<file path="src/rtl/srx_pkg.sv">
package srx_pkg;
  localparam int DATA_BITS     = 8;
  localparam int FRAME_SAMPLES = DATA_BITS + 1;
  localparam int FIXED_PERIOD  = 24;
  localparam int FIXED_START   = 36;

  typedef enum logic {RX_IDLE = 1'b0, RX_BUSY = 1'b1} rx_state_e;
endpackage

</file>
<file path="src/rtl/srx_sync.sv">
module srx_sync (
  input  logic clk,
  input  logic rst_n,
  input  logic din,
  output logic dout
);
  logic meta_q, stab_q;

  always_ff @(posedge clk or negedge rst_n) begin
    if (!rst_n) begin
      meta_q <= 1'b1;
      stab_q <= 1'b1;
    end else begin
      meta_q <= din;
      stab_q <= meta_q;
    end
  end

  assign dout = stab_q;
endmodule

</file>
<file path="src/rtl/srx_framer.sv">
module srx_framer #(
  parameter int PW = 8
) (
  input  logic          clk,
  input  logic          rst_n,
  input  logic          tick,
  input  logic          fixed_rate,
  input  logic [PW-1:0] bit_period,
  input  logic          rx_s,
  output logic          byte_valid,
  output logic [7:0]    byte_data
);
  import srx_pkg::*;

  localparam int DW = PW + 1;
  localparam int LW = $clog2(FRAME_SAMPLES + 1);

  rx_state_e st_q, st_n;
  logic [LW-1:0] left_q, left_n;
  logic [DW-1:0] dly_q, dly_n;
  logic [DATA_BITS-1:0] sh_q, sh_n;
  logic done_q, done_n;
  logic [DW-1:0] per_w, start_w;

  always_comb begin
    per_w   = fixed_rate ? DW'(FIXED_PERIOD) : {1'b0, bit_period};
    start_w = fixed_rate ? DW'(FIXED_START)
                         : ({1'b0, bit_period} + DW'(bit_period >> 1));
  end

  always_comb begin
    st_n   = st_q;
    left_n = left_q;
    dly_n  = dly_q;
    sh_n   = sh_q;
    done_n = 1'b0;
    if (tick) begin
      case (st_q)
        RX_IDLE: begin
          if (!rx_s) begin
            st_n   = RX_BUSY;
            left_n = LW'(FRAME_SAMPLES);
            dly_n  = start_w;
          end
        end
        RX_BUSY: begin
          if (dly_q <= DW'(1)) begin
            if (left_q == LW'(1)) begin
              done_n = 1'b1;
              st_n   = RX_IDLE;
            end else begin
              sh_n   = {rx_s, sh_q[DATA_BITS-1:1]};
              left_n = left_q - LW'(1);
            end
            dly_n = per_w;
          end else begin
            dly_n = dly_q - DW'(1);
          end
        end
        default: st_n = RX_IDLE;
      endcase
    end
  end

  always_ff @(posedge clk or negedge rst_n) begin
    if (!rst_n) begin
      st_q   <= RX_IDLE;
      left_q <= '0;
      dly_q  <= '0;
      sh_q   <= '0;
      done_q <= 1'b0;
    end else begin
      st_q   <= st_n;
      left_q <= left_n;
      dly_q  <= dly_n;
      sh_q   <= sh_n;
      done_q <= done_n;
    end
  end

  assign byte_valid = done_q;
  assign byte_data  = sh_q;

  assert_start_seen_R2: assert property (@(posedge clk) disable iff (!rst_n)
    (st_q == RX_IDLE && tick && !rx_s) |=> (st_q == RX_BUSY))
    else $error("start not taken");

  assert_single_pulse_R2: assert property (@(posedge clk) disable iff (!rst_n)
    byte_valid |=> !byte_valid)
    else $error("byte_valid wider than one cycle");
endmodule

</file>
<file path="src/rtl/srx_ring.sv">
module srx_ring #(
  parameter int DEPTH = 16
) (
  input  logic                       clk,
  input  logic                       rst_n,
  input  logic                       push_valid,
  input  logic [7:0]                 push_data,
  input  logic                       pop,
  input  logic                       ovr_clr,
  output logic [7:0]                 pop_data,
  output logic [$clog2(DEPTH):0]     fill,
  output logic                       hs_ready,
  output logic                       overrun
);
  localparam int AW = $clog2(DEPTH);
  localparam int CW = AW + 1;

  logic [7:0]    mem [DEPTH];
  logic [AW-1:0] wr_q, wr_n, rd_q, rd_n;
  logic [CW-1:0] cnt_q, cnt_n;
  logic [7:0]    dout_q, dout_n;
  logic          hs_q, hs_n, ovr_q, ovr_n;
  logic          drop_w, store_w, take_w;

  always_comb begin
    drop_w  = push_valid && (cnt_q == CW'(DEPTH - 1));
    store_w = push_valid && !drop_w;
    take_w  = pop && (cnt_q != '0);

    wr_n = wr_q;
    if (store_w) wr_n = (wr_q == AW'(DEPTH - 1)) ? '0 : wr_q + AW'(1);
    rd_n = rd_q;
    if (take_w) rd_n = (rd_q == AW'(DEPTH - 1)) ? '0 : rd_q + AW'(1);

    cnt_n = cnt_q + CW'(store_w) - CW'(take_w);

    dout_n = dout_q;
    if (pop) dout_n = take_w ? mem[rd_q] : 8'h00;

    hs_n = hs_q;
    if (pop || store_w) hs_n = 1'b1;
    if (drop_w)         hs_n = 1'b0;

    ovr_n = ovr_q;
    if (ovr_clr) ovr_n = 1'b0;
    if (drop_w)  ovr_n = 1'b1;
  end

  always_ff @(posedge clk) begin
    if (store_w) mem[wr_q] <= push_data;
  end

  always_ff @(posedge clk or negedge rst_n) begin
    if (!rst_n) begin
      wr_q   <= '0;
      rd_q   <= '0;
      cnt_q  <= '0;
      dout_q <= 8'h00;
      hs_q   <= 1'b1;
      ovr_q  <= 1'b0;
    end else begin
      wr_q   <= wr_n;
      rd_q   <= rd_n;
      cnt_q  <= cnt_n;
      dout_q <= dout_n;
      hs_q   <= hs_n;
      ovr_q  <= ovr_n;
    end
  end

  assign pop_data = dout_q;
  assign fill     = cnt_q;
  assign hs_ready = hs_q;
  assign overrun  = ovr_q;

  assert_fill_bound_R7: assert property (@(posedge clk) disable iff (!rst_n)
    fill <= CW'(DEPTH - 1))
    else $error("ring holds too many bytes");

  assert_drop_flags_R9: assert property (@(posedge clk) disable iff (!rst_n)
    (push_valid && fill == CW'(DEPTH - 1)) |=> (overrun && !hs_ready))
    else $error("discard did not flag");

  assert_empty_zero_R6: assert property (@(posedge clk) disable iff (!rst_n)
    (pop && fill == '0) |=> (pop_data == 8'h00 && $stable(fill)))
    else $error("empty pop misbehaved");

  assert_idle_stable_R5: assert property (@(posedge clk) disable iff (!rst_n)
    (!push_valid && !pop) |=> $stable(fill))
    else $error("fill moved without traffic");

  assert_sticky_R9: assert property (@(posedge clk) disable iff (!rst_n)
    (overrun && !ovr_clr) |=> overrun)
    else $error("overrun lost");
endmodule

</file>
<file path="src/rtl/serial_rx_ring.sv">
module serial_rx_ring #(
  parameter int DEPTH = 16,
  parameter int PW    = 8
) (
  input  logic                   clk,
  input  logic                   rst_n,
  input  logic                   tick,
  input  logic                   fixed_rate,
  input  logic [PW-1:0]          bit_period,
  input  logic                   rx_line,
  input  logic                   pop,
  input  logic                   ovr_clr,
  output logic [7:0]             pop_data,
  output logic [$clog2(DEPTH):0] fill_level,
  output logic                   cts,
  output logic                   dsr,
  output logic                   overrun
);
  logic       rx_s;
  logic       bv;
  logic [7:0] bd;
  logic       ready;

  srx_sync u_sync (
    .clk  (clk),
    .rst_n(rst_n),
    .din  (rx_line),
    .dout (rx_s)
  );

  srx_framer #(.PW(PW)) u_framer (
    .clk       (clk),
    .rst_n     (rst_n),
    .tick      (tick),
    .fixed_rate(fixed_rate),
    .bit_period(bit_period),
    .rx_s      (rx_s),
    .byte_valid(bv),
    .byte_data (bd)
  );

  srx_ring #(.DEPTH(DEPTH)) u_ring (
    .clk       (clk),
    .rst_n     (rst_n),
    .push_valid(bv),
    .push_data (bd),
    .pop       (pop),
    .ovr_clr   (ovr_clr),
    .pop_data  (pop_data),
    .fill      (fill_level),
    .hs_ready  (ready),
    .overrun   (overrun)
  );

  assign cts = ready;
  assign dsr = ready;

  assert_hs_pair_R8: assert property (@(posedge clk) disable iff (!rst_n)
    cts == dsr)
    else $error("handshake pair split");
endmodule

</file>
<file path="config.mk">
export PLATFORM = sky130hd
export DESIGN_NAME = serial_rx_ring
export DESIGN_NICKNAME = d
export VERILOG_FILES = /design/src/rtl/srx_pkg.sv /design/src/rtl/srx_sync.sv /design/src/rtl/srx_framer.sv /design/src/rtl/srx_ring.sv /design/src/rtl/serial_rx_ring.sv
export SDC_FILE = /design/constraint.sdc
export NUM_CORES = 1
export LEC_CHECK = 0
export ABC_CLOCK_PERIOD_IN_PS = 2400
export CAP_MARGIN = 20
export CORE_MARGIN = 2
export CORE_UTILIZATION = 55
export CTS_CLUSTER_SIZE = 40
export DETAILED_ROUTE_END_ITERATION = 8
export HOLD_SLACK_MARGIN = 0.12
export PLACE_DENSITY = 0.73
export SYNTH_ARGS = -nofsm -noshare
export SYNTH_HDL_FRONTEND = slang
export SYNTH_SLANG_ARGS = --single-unit
</file>
<file path="constraint.sdc">
create_clock -name clk -period 2.4 [get_ports clk]
set_input_delay 0.48 -clock clk [delete_from_list [all_inputs] [get_ports clk]]
set_output_delay 0.48 -clock clk [all_outputs]
set_load 0.03 [all_outputs]
</file>
==> metrics <==
Root Buffer=clkbuf_16; Main synth FF type=edfxtp_1; total track usage=0.219; placed cell count=just over 700; Final period util=0.946; via count=approximately 4400; Slowest Stage Delay on Critical Path=approximately 0.42 ns; sw power=2.30 mW; Slew HR=0.357; max-slew violation count=0; Clock Power Share=0.291; Vias per Instance=roughly 5.9; WL/cell=about 20 µm; GP Congestion=between 0.8 and 0.9; Design Power=~8.3 mW; initial core utilization=0.565; final wirelength=around 15 mm; achievable frequency=441 MHz; Critical Path Sink Type=flip-flop; total gr overflow=0; Net Sw Frac=0.278; post-layout minimum cycle time=roughly 2.3 ns; Seq/Total Area, Yosys=0.644; Die X=~120 µm; final setup fails=0; post-synthesis net count=between 500 and 600; flops & latches, synth=between 150 and 200; P_int=approximately 6 mW; Port Buf Inserts=30; CP top delay family=simple AND/OR/NAND/NOR gates; die area=15200 µm²; Detailed Route Iter0 Violations=~350; Synth top area share=0.490; clk buf depth=2; Worst Setup Start Kind=flip-flop; FP Rows=between 40 and 50; share of cells above drive strength 1=0.183; Yosys top cell by area=edfxtp_1; Gate Count Post-Synth=approximately 480; ANT cells=0; DIE HEIGHT=123 µm; Netlist Area Pre-Place=~7800 µm²; clk_lat worst skew=roughly 0.42 ns; worst-margin pin slew=0.955 ns; CTS tree=done; Lkg Pwr=~3.4 nW; Flop pwr share=0.446; # fillers=941; Mean Syn Cell Area=16.4 µm²; Reg clk slew, reported paths=0.06 ns; RSZ-0062 raised after global routing=no; Area contributors post-synth=edfxtp_1 49%, dfrtp_1 14%, mux4_1 9.0%; largest net degree at the start of global routing=38; first-pass GRT wire length=roughly 24 mm; status=finished, final reports clean; combinational power share=0.264; EDFF count, synth=between 100 and 150; CORE AREA=roughly 14000 µm²; critical path's slowest cell=dfrtp_2; initial antenna violation count=0; I/O pin cnt=31; post_cts resized=0; YS warnings=0; crit path max fanout=11; skew final=roughly 0.009 ns; Remaining DRCs=0; TritonRoute pass-1 iters=4; critical path type=reg2reg; Total Neg Setup Slack=0 ns; asr flop ratio synth=0.273; Peak VDD IR=about 0.59 mV; CP bufs+invs=2; CP most frequent cell=buf_4; Arr. time, crit path=2.39 ns; Final Non-Filler Cells=roughly 740; cts bufs inserted=17; H-tree Lvls=4; Critical Path RT=around 2.5 ns; Final #Nets=589; P per Cell Area=909 nW/µm²; Fin. Hold Viols=0; synthesis-to-layout area growth=16.1%; number of global-route vias before repair=around 4400; antenna viol nets, final=0; Post-DP HPWL=a little over 10 mm; Hold Crit Class=reg2reg; CTS Sinks=about 180; # Max-Cap Violations=0; cells along the critical path=buf_4 -> ha_1 -> nand4b_1 -> and2_1 -> nand2_1 -> nor3_1 -> buf_4; library cells used by synthesis=~60
-- cell families (layout without fill, tap and decap cells) --
family	after synthesis	after routing	synth area share
xor gates and xnor gates	13	13	0.0145
buffers and inverters	43	122	0.0278
and+or+nand+nor	94	94	0.0595
AOI/OAI and AO/OA	71	71	0.0614
DFF	176	176	0.644
muxes	56	56	0.150
adders and majority gates	26	26	0.0434
-- cell type report --
class	instances	area, µm²	share of cell area
Inverter	23	86.3	0.00948
Clock buffer	19	433	0.0475
Tap cell	180	225	0.0247
Multi-Input combinational cell	260	2620	0.287
Timing Repair Buffer	70	623	0.0684
Sequential cell	176	5050	0.554
Clock inverter	10	73.8	0.00810
-- cells in the mapped netlist (3+ instances only) --
cell,count
nor4_1,3
mux2_2,11
nor2b_1,4
buf_1,3
a21o_1,3
mux2i_1,5
ha_1,24
nor4b_1,3
mux4_1,27
a22o_1,9
nand3_1,6
nor3_1,13
clkbuf_1,10
nand2_1,21
edfxtp_1,128
mux4_2,13
a21oi_1,14
dfstp_2,3
a31oi_1,3
xor2_1,5
o21ai_0,16
nor2_1,29
and2_1,3
inv_1,22
dfrtp_1,45
a211oi_1,4
buf_8,3
xnor2_1,8
-- cell usage in the layout (no fill, tap or decap), types with 16 or more instances in the layout --
cell | netlist | routed
mux4_1 | 27 | 27
buf_4 | 1 | 37
nor2_1 | 29 | 28
dfrtp_1 | 45 | 43
nand2_1 | 21 | 21
clkbuf_16 | 0 | 17
edfxtp_1 | 128 | 128
inv_1 | 22 | 20
ha_1 | 24 | 22
o21ai_0 | 16 | 16
clkdlybuf4s50_1 | 0 | 29
-- routing by layer --
layer  wire length (µm)  GRT usage  vias up  part of all wire
met5                  0          0        -                 0
met1               6260      0.276     2229              0.41
met3                740     0.0517       21             0.049
met4                284     0.0916        0             0.019
met2               7850      0.364       90              0.52
li1                   -          -     2025                 -
-- worst reg2reg max path: stages, from the launching register on --
cell	delay, ns
dfrtp_2	0.42
buf_4	0.14
ha_1	0.18
nand4b_1	0.15
and2_1	0.39
nand2_1	0.27
nor3_1	0.20
buf_4	0.22
-- flip-flops by register name, summed over array words and instances, names as in the netlist --
signal / cells
u_ring.mem: 128
u_framer.dly_q: 9
u_framer.byte_data: 8
u_ring.pop_data: 8
u_ring.fill: 5
u_framer.left_q: 4
u_ring.rd_q: 4
u_ring.wr_q: 4
u_framer.byte_valid: 1
u_framer.st_q: 1
u_ring.hs_ready: 1
u_ring.overrun: 1
u_sync.dout: 1
u_sync.meta_q: 1
-- final timing paths --
path | from | endpoint | slack, ns | depth (start not counted)
max in group asynchronous | rst_n | u_ring.wr_q[1] | 1.16 | 3
setup / recovery | u_ring.fill[2] | u_ring.mem[3][3] | 0.13 | 7
setup reg to reg | u_ring.fill[2] | u_ring.mem[3][3] | 0.13 | 7
min in group asynchronous | rst_n | u_ring.fill[1] | 0.62 | 2
hold reg to reg | u_sync.meta_q | u_sync.dout | 0.36 | 0
hold / removal | u_sync.meta_q | u_sync.dout | 0.36 | 0
-- metrics by stage --
stage / util / setup slack, ns / hold WS [ns] / area [µm²]
after floorplan: - / -0.0311 / 0.184 / 7900
after global placement: 0.617 / -0.142 / 0.346 / 8560
after detailed placement: 0.617 / -0.238 / 0.349 / 8560
after CTS: 0.654 / 0.0506 / 0.358 / 9080
after global routing: 0.656 / 0.00314 / 0.362 / 9110
final: 0.656 / 0.130 / 0.356 / 9110
-- power by group through the flow --
stage	clock (mW)	sequential, mW	combinational, mW
after floorplan	0	3.85	1.49
after global placement	0	3.75	2.10
after global routing	2.58	3.71	2.36
after CTS	2.45	3.70	2.16
final	2.41	3.69	2.18
after detailed placement	0	3.76	2.15
-- what timing repair did --
action | in CTS | in global routing
endpoints found under the setup margin | 0 | 1
hold buffers | 1 | 0
setup buffers | 0 | 4
endpoints found under the hold margin | 22 | 0
Power figures use the tool's default switching activity.
